==> src/rtl/cps_pkg.sv <==
package cps_pkg;
    typedef enum logic {
        MEAS_IDLE  = 1'b0,
        MEAS_ARMED = 1'b1
    } meas_phase_e;
endpackage

==> src/rtl/cps_coarse_counter.sv <==
module cps_coarse_counter
    import cps_pkg::*;
#(
    parameter int CNT_W = 9
) (
    input  logic             clk,
    input  logic             rst_n,
    input  logic             start_i,
    input  logic             stop_i,
    output logic [CNT_W-1:0] count_o,
    output logic             capture_o
);
    localparam logic [CNT_W-1:0] CNT_MAX = {CNT_W{1'b1}};

    typedef struct packed {
        meas_phase_e      phase;
        logic [CNT_W-1:0] cnt;
    } cnt_st_t;

    cnt_st_t st_d, st_q;

    always_comb begin
        st_d = st_q;
        if (start_i) begin
            st_d.phase = MEAS_ARMED;
            st_d.cnt   = CNT_W'(1);
        end else if (st_q.phase == MEAS_ARMED) begin
            if (stop_i) begin
                st_d.phase = MEAS_IDLE;
            end else if (st_q.cnt != CNT_MAX) begin
                st_d.cnt = st_q.cnt + CNT_W'(1);
            end
        end
    end

    always_ff @(posedge clk or negedge rst_n) begin
        if (!rst_n) begin
            st_q <= '{phase: MEAS_IDLE, cnt: '0};
        end else begin
            st_q <= st_d;
        end
    end

    assign count_o   = st_q.cnt;
    assign capture_o = stop_i && (st_q.phase == MEAS_ARMED);

    // an armed, unsaturated count advances by one per bit clock
    assert_count_step_R1: assert property (@(posedge clk) disable iff (!rst_n)
        (st_q.phase == MEAS_ARMED && !start_i && !stop_i && st_q.cnt != CNT_MAX)
        |=> (st_q.cnt == $past(st_q.cnt) + CNT_W'(1)));

    // a saturated count stays at its ceiling until restarted
    assert_count_sat_R3: assert property (@(posedge clk) disable iff (!rst_n)
        (st_q.cnt == CNT_MAX && !start_i) |=> (st_q.cnt == CNT_MAX));
endmodule

==> src/rtl/cps_fine_decoder.sv <==
module cps_fine_decoder #(
    parameter int TAPS  = 4,
    parameter int QTR_W = $clog2(TAPS)
) (
    input  logic             clk,
    input  logic             rst_n,
    input  logic             strobe_i,
    input  logic [TAPS-1:0]  taps_i,
    output logic [QTR_W-1:0] qtr_o,
    output logic             err_o
);
    typedef struct packed {
        logic [QTR_W-1:0] qtr;
        logic             err;
    } fine_st_t;

    fine_st_t st_d, st_q;
    int       run_len;
    logic     run_open;
    logic     is_thermo;
    logic [QTR_W-1:0] decoded;

    always_comb begin
        run_len  = 0;
        run_open = 1'b1;
        for (int i = 0; i < TAPS; i++) begin
            if (run_open && taps_i[i]) begin
                run_len = run_len + 1;
            end else begin
                run_open = 1'b0;
            end
        end
        is_thermo = (taps_i == TAPS'((1 << run_len) - 1));
        decoded   = (run_len == 0) ? '0 : QTR_W'(run_len - 1);
    end

    always_comb begin
        st_d = st_q;
        if (strobe_i) begin
            st_d.err = !is_thermo;
            if (is_thermo) begin
                st_d.qtr = decoded;
            end
        end
    end

    always_ff @(posedge clk or negedge rst_n) begin
        if (!rst_n) begin
            st_q <= '0;
        end else begin
            st_q <= st_d;
        end
    end

    assign qtr_o = st_q.qtr;
    assign err_o = st_q.err;

    // an illegal tap pattern leaves the last legal quarter count in place
    assert_fine_hold_R6: assert property (@(posedge clk) disable iff (!rst_n)
        (strobe_i && !is_thermo) |=> (st_q.qtr == $past(st_q.qtr) && st_q.err));
endmodule

==> src/rtl/cell_skew_gauge.sv <==
module cell_skew_gauge #(
    parameter int CNT_W = 9,
    parameter int TAPS  = 4,
    localparam int QTR_W = $clog2(TAPS),
    localparam int OUT_W = CNT_W + QTR_W
) (
    input  logic             clk,
    input  logic             rst_n,
    input  logic             cell_mark,
    input  logic             ref_mark,
    input  logic [TAPS-1:0]  fine_taps,
    output logic [OUT_W-1:0] ctrl_word,
    output logic             ctrl_valid,
    output logic             fine_err
);
    typedef struct packed {
        logic [OUT_W-1:0] word;
        logic             valid;
        logic             err;
    } out_st_t;

    out_st_t          st_d, st_q;
    logic [CNT_W-1:0] coarse;
    logic             capture;
    logic [QTR_W-1:0] qtr;
    logic             qtr_err;

    cps_coarse_counter #(.CNT_W(CNT_W)) coarse_i (
        .clk       (clk),
        .rst_n     (rst_n),
        .start_i   (cell_mark),
        .stop_i    (ref_mark),
        .count_o   (coarse),
        .capture_o (capture)
    );

    cps_fine_decoder #(.TAPS(TAPS), .QTR_W(QTR_W)) fine_i (
        .clk      (clk),
        .rst_n    (rst_n),
        .strobe_i (cell_mark),
        .taps_i   (fine_taps),
        .qtr_o    (qtr),
        .err_o    (qtr_err)
    );

    always_comb begin
        st_d       = st_q;
        st_d.valid = 1'b0;
        st_d.err   = 1'b0;
        if (capture) begin
            st_d.word  = {coarse, qtr};
            st_d.valid = 1'b1;
            st_d.err   = qtr_err;
        end
    end

    always_ff @(posedge clk or negedge rst_n) begin
        if (!rst_n) begin
            st_q <= '0;
        end else begin
            st_q <= st_d;
        end
    end

    assign ctrl_word  = st_q.word;
    assign ctrl_valid = st_q.valid;
    assign fine_err   = st_q.err;

    // the word only moves together with the valid strobe
    assert_word_hold_R2: assert property (@(posedge clk) disable iff (!rst_n)
        !ctrl_valid |-> $stable(ctrl_word));

    // a latched coarse field is never zero
    assert_coarse_nonzero_R5: assert property (@(posedge clk) disable iff (!rst_n)
        ctrl_valid |-> (ctrl_word[OUT_W-1:QTR_W] != '0));

    // the error flag is only reported with a new word
    assert_err_with_valid_R6: assert property (@(posedge clk) disable iff (!rst_n)
        fine_err |-> ctrl_valid);

    // reset clears the outputs
    always_comb begin
        if (!rst_n) begin
            assert_reset_clear_R8: assert (st_q == '0);
        end
    end
endmodule

==> config.mk <==
export PLATFORM = sky130hd
export DESIGN_NAME = cell_skew_gauge
export DESIGN_NICKNAME = d
export VERILOG_FILES = /design/src/rtl/cps_pkg.sv /design/src/rtl/cps_coarse_counter.sv /design/src/rtl/cps_fine_decoder.sv /design/src/rtl/cell_skew_gauge.sv
export SDC_FILE = /design/constraint.sdc
export NUM_CORES = 1
export LEC_CHECK = 0
export ABC_AREA = 1
export BUFFER_PORTS_ARGS = -buffer_cell sky130_fd_sc_hd__buf_4
export CAP_MARGIN = 20
export CORE_AREA = 2 2 58 60
export CTS_BUF_LIST = sky130_fd_sc_hd__clkbuf_8
export DETAILED_ROUTE_END_ITERATION = 10
export DIE_AREA = 0 0 60 62
export PLACE_DENSITY_LB_ADDON = 0.2
export REMOVE_ABC_BUFFERS = 1
export SLEW_MARGIN = 20
export SYNTH_ARGS = -nofsm -noshare
export SYNTH_HDL_FRONTEND = slang
export SYNTH_HIERARCHICAL = 1
export SYNTH_SLANG_ARGS = --single-unit
==> constraint.sdc <==
create_clock -name clk -period 4.3 [get_ports clk]
set_input_delay 0.215 -clock clk [delete_from_list [all_inputs] [get_ports clk]]
set_output_delay 0.215 -clock clk [all_outputs]
set_load 0.02 [all_outputs]
## Yosys cells after proc, flatten, opt, wreduce, memory -nomap -nowiden

Index checks and enable logic that the tools add are counted.

- Logic and storage cells: 41
- Bits in latches: 0
- Memory bits (read-only): 0
- Bits in registers: 26
- Memory bits (writable): 0
- Input bits: 8
- Output and inout port bits: 13
- Memories: 0

- Reductions and logical operators: 10
- Shift operators: 1
- Add/sub/neg operators: 6
- Div/mod/pow operators: 0
- Equal/unequal tests: 3
- Bitwise logic cells: 0
- $mul: 0
- Magnitude comparators: 0
- Multiplexer cells: 14

Operators with widths:

| operator | number |
|---|---|
| adder 32 x 2 -> 32 bit, second input constant | 3 |
| 2-to-1 mux 32 bit | 3 |
| logical NOT 32 bit | 1 |
| left shift 1 x 32 -> 4 bit, first input constant | 1 |
| 2-to-1 mux 10 bit | 2 |
| 2-to-1 mux 9 bit | 2 |
| adder 9 x 1 -> 9 bit, second input constant | 1 |
| != test 9 bit, second input constant | 1 |
| 2-to-1 mux 1 bit | 5 |
| equality test 4 bit | 1 |
| logical AND 1 bit | 4 |
| 2-to-1 mux 2 bit | 2 |
| nonzero test 2 bit | 2 |
| subtractor 4 x 2 -> 4 bit, second input constant | 1 |
| AND reduction 3 bit | 1 |
| != test 2 bit, second input constant | 1 |
| AND reduction 2 bit | 1 |
| subtractor 2 bit, second input constant | 1 |
| logical NOT 1 bit | 1 |

## Longest topological paths before layout

- Depth in word-level cells: 11
- Gate-level depth with buffers: 16
- Mapped depth without buffers: 16

## Modules after synthesis

Netlist, hierarchy kept.

Modules (own cells, without submodules):

| module | area each (sq um) | instances | seq. area each (sq um) | cells an instance |
|---|---|---|---|---|
| cps_coarse_counter | 681.9 | 1 | 250.2 | 96 |
| cell_skew_gauge | 479.2 | 1 | 325.3 | 51 |
| cps_fine_decoder | 324.1 | 1 | 75.1 | 47 |

## Worst setup path after synthesis

No wires, ideal clock.

- Path kind: input to register
- Start point: input fine_taps[1]
- End point: register fine_i.st_q, in the netlist fine_i/qtr_o[0]
- Stages on the path: 15
- Data required time: 4.183 ns
- Library setup time: 0.117 ns
- Arrival time: 1.727 ns
- Buffers on the path: 0
- Path slack: 2.456 ns
- Path through: inv_1 > nand2_2 > nand2_1 > ha_1 > nor2_1 > nor2_2 > inv_1 > nand3_1 > ha_1 > nand2_1 > nand2_1 > nor2_1 > nand3_2 > nand2_1 > nand2_1

- Cells in the longest elaborated chain, start to end: 10
- Elaborated cells between the ends (all ways): 17
- Those cells by class: add/sub: 4; eq/ne: 1; shift: 1; mux: 6; reduce/logical: 5

RTL lines:

| item | RTL line | source |
|---|---|---|
| start: declaration | cell_skew_gauge.sv:11 | `input logic [TAPS-1:0] fine_taps,` |
| logical AND 1 bit | cps_fine_decoder.sv:27 | `if (run_open && taps_i[i]) begin` |
| 2-to-1 mux 32 bit / 2-to-1 mux 1 bit (equally long branches) | cps_fine_decoder.sv:27 |  |
| adder 32 x 2 -> 32 bit / logical AND 1 bit (equally long branches) | cps_fine_decoder.sv:28, cps_fine_decoder.sv:27 |  |
| 2-to-1 mux 32 bit / 2-to-1 mux 1 bit (equally long branches) | cps_fine_decoder.sv:27 |  |
| adder 32 x 2 -> 32 bit / logical AND 1 bit (equally long branches) | cps_fine_decoder.sv:28, cps_fine_decoder.sv:27 |  |
| 2-to-1 mux 32 bit | cps_fine_decoder.sv:27 |  |
| left shift 1 x 32 -> 4 bit | cps_fine_decoder.sv:33 | `is_thermo = (taps_i == TAPS'((1 << run_len) - 1));` |
| subtractor 4 x 2 -> 4 bit | cps_fine_decoder.sv:33 |  |
| equality test 4 bit | cps_fine_decoder.sv:33 |  |
| AND reduction 2 bit (no source line) | n/a |  |
| end signal: assignment | cps_fine_decoder.sv:51 | `st_q <= st_d;` |
| end: declaration | cps_fine_decoder.sv:17 | `fine_st_t st_d, st_q;` |

Parallel ways exist; a longest one is shown, timed or not.
A chain may end at the register's enable or synchronous reset.

## Worst setup path after layout

Same ends and word-level chain as after synthesis.

==> results.toml <==
[synth]
syn_area_um2 = 1485
synth_cell_types = 21
synth_cells = 194
synth_top_area_share_pct = 43.81
ys_warn_count = 6
synth_area_leaders = "dfrtp_1 44%, nand2_1 19%, inv_1 5.3%"
synth_edf_count = 0
synth.most_common_cell = "nand2_1"
yosysTopAreaCell = "dfrtp_1"
synth-seq-cells = 26
avgSynthCellArea_um2 = 7.656
async_reset_ff_share_pct = 100.0
synth-main-ff-cell = "dfrtp_1"
synth_commonest_cells = "77 x nand2_1, 26 x dfrtp_1, 21 x inv_1"
ys_seq_area_share_pct = 43.81

[power]
max-vdd-ir-drop_mv = 0.1229
power_density_nw_per_um2 = 356.2
p_sw_share_pct = 27.15
clkPwrFrac_pct = 32.8
p_switching_w = 0.0001633
p_leak_nw = 0.9566
seqPwrFrac_pct = 47.6
cell_internal_pwr_w = 0.0004380
finalPower_w = 0.0006013
combPwrFrac_pct = 19.6

[cells_and_area]
drive_above_1_share_pct = 22.60
final_util_pct = 53.09
area_growth_pct = 13.65
diodes = 0
nNetsFinal = 221
instances_no_fill = 254

[sta]
slew_headroom_pct = 71.53
worst_pin_slew_ns = 0.4266
finClkSkew_ns = 0.002761
slew_viol_final = 0
setup_viol = 0
fin_crit_ns = 1.919
setup_tns_ns = 0
min_period_over_period_pct = 44.64
rsz0062_at_grt = "no"
whs_ns = 0.1616
max_freq_mhz = 521.0
final_hold_viol_count = 0

[global_route]
grt_start_max_net_pins = 27
overflow = 0
track_usage_pct = 15.86
grt_pass1_vias = 1088
antenna_found_initial = 0
grt_pass1_wl_um = 4498

[route]
drt-total-wl_um = 2571
drc = 0
firstDrtPassIters = 5
dr_total_vias = 1171
wl_per_cell_um = 10.12
drt_iter0_drc = 32
final_antenna_net_count = 0
avgViaCountPerCell = 4.610

[die]
die_w_um = 60
rows = 21
die-area_um2 = 3720
initial_core_util_pct = 46.71
dieHeight_um = 62
core_um2 = 3179
ioPinCount = 21

[worst_setup_path]
required_ns = 4.47
path_class = "primary input to register"
worstPathArrival_ns = 2.09
setup.worst_path.start_class = "primary input"
cp_cell_sequence = "buf_4 -> inv_1 -> nand2_2 -> nand2_1 -> ha_1 -> nor2_1 -> nor2_2 -> inv_1 -> nand3_1 -> ha_1 -> xor2_1 -> nand4_1 -> nand2_2 -> nand3_2 -> nand2_1 -> nand2_1"
critPathCaptureType = "register"
cpMostUsedCell = "nand2_1"
cp_max_fo = 5
slowest_delay_ns = 0.25
cp_slowest_cell = "ha_1"

[clock_tree]
numCtsBuffers = 3
cts_setup_buffers = 0
htree_levels = 1
clock_path_buffers = 2
root_buffer = "clkbuf_8"
cts_tree = "done"
clkTransAtPathRegs_ns = 0.09
cts.sink_count = 26
clk_latency_ns = 0.27

[min_path]
min_path_type = "primary input to register"

[placement]
dp_cells = 249
hpwl_um = 2023
gp_congestion = 0.8208
port_buffers = 20

[run_status]
status = "completed"

[flow_run]
cap_viol_max_count = 0
-- routing by layer --
layer | vias up | wire length, µm | share of wire [%] | GRT usage [%]
met2 | 28 | 1272 | 49 | 27.02
met5 | - | 0 | 0 | 0
met3 | 8 | 83 | 3.2 | 2.692
met4 | 0 | 63 | 2.5 | 8.571
met1 | 525 | 1151 | 45 | 19.22
li1 | 610 | - | - | -
-- worst max-delay path, delay by kind of cell --
kind,cells,cell delay [ns]
AND/OR/NAND/NOR,10,0.91
XOR/XNOR,1,0.20
buffers and inverters,3,0.28
adder cells (fa/ha/maj),2,0.48
-- layout make-up --
cell class,count,area (µm²)
sequential,26,650.6
tap,46,57.56
inverter,25,93.84
clock buffer,3,41.29
clock inverter,1,30.03
fill,316,1491
timing repair buffer,21,160.2
multi-input combinational,132,654.4
-- sequential cells by signal, summed over array words and instances (netlist names) --
signal            cells
coarse_i/st_q         1
fine_err              1
coarse_i/count_o      9
ctrl_valid            1
ctrl_word            11
fine_i/err_o          1
fine_i/qtr_o          2
-- power by group through the flow --
stage	combinational (W)	clock (W)	sequential, W
after CTS	0.000120	0.000203	0.000286
after floorplan	0.0000603	0	0.000302
after global routing	0.000133	0.000213	0.000289
after detailed placement	0.000119	0	0.000291
after global placement	0.000114	0	0.000290
final	0.000118	0.000197	0.000286
-- cell usage in the layout (no fill, tap or decap), types with 2 or more instances in the layout --
| master | n |
|---|---|
| buf_4 | 20 |
| clkbuf_8 | 3 |
| dfrtp_1 | 26 |
| ha_1 | 4 |
| inv_1 | 21 |
| inv_2 | 4 |
| nand2_1 | 77 |
| nand2_2 | 8 |
| nand2_4 | 2 |
| nand3_1 | 7 |
| nand3_2 | 2 |
| nand4_1 | 4 |
| nor2_1 | 13 |
| nor2_2 | 2 |
| nor2_4 | 3 |
| o21ai_0 | 4 |
| o21ai_1 | 2 |
-- cells by family after synthesis --
family | after synthesis | synth area share [%]
adders and majority gates | 4 | 3.370
xor gates and xnor gates | 1 | 0.5898
buffers and inverters | 36 | 12.13
DFF | 26 | 43.81
and+or+nand+nor | 120 | 37.74
AOI/OAI and AO/OA | 7 | 2.359
-- what timing repair did --
item                                   4_1_cts  5_1_grt
hold buffers                                 1        0
gates resized for setup                      0        0
endpoints found under the hold margin       26        0
-- stage by stage --
step,setup slack (ns),area [µm²]
3_5_place_dp,2.095,1607
5_1_grt,2.210,1688
3_3_place_gp,2.260,1607
2_1_floorplan,2.456,1399
4_1_cts,2.386,1688
6_report,2.381,1688
-- path summary, 6_finish.rpt --
| path | startpoint | endpoint | slack [ns] | depth (start not counted) |
|---|---|---|---|---|
| setup / recovery | fine_taps[1] | fine_i/qtr_o[0] | 2.38 | 16 |
| hold / removal | ref_mark | coarse_i/st_q[9] | 0.16 | 2 |
| setup reg to reg | coarse_i/count_o[1] | coarse_i/count_o[5] | 2.53 | 11 |
| hold reg to reg | fine_i/err_o | fine_err | 0.47 | 2 |
| max in group asynchronous | rst_n | coarse_i/st_q[9] | 3.68 | 2 |
| min in group asynchronous | rst_n | ctrl_word[3] | 0.38 | 2 |
No activity file was read; power rests on OpenSTA's default activity.
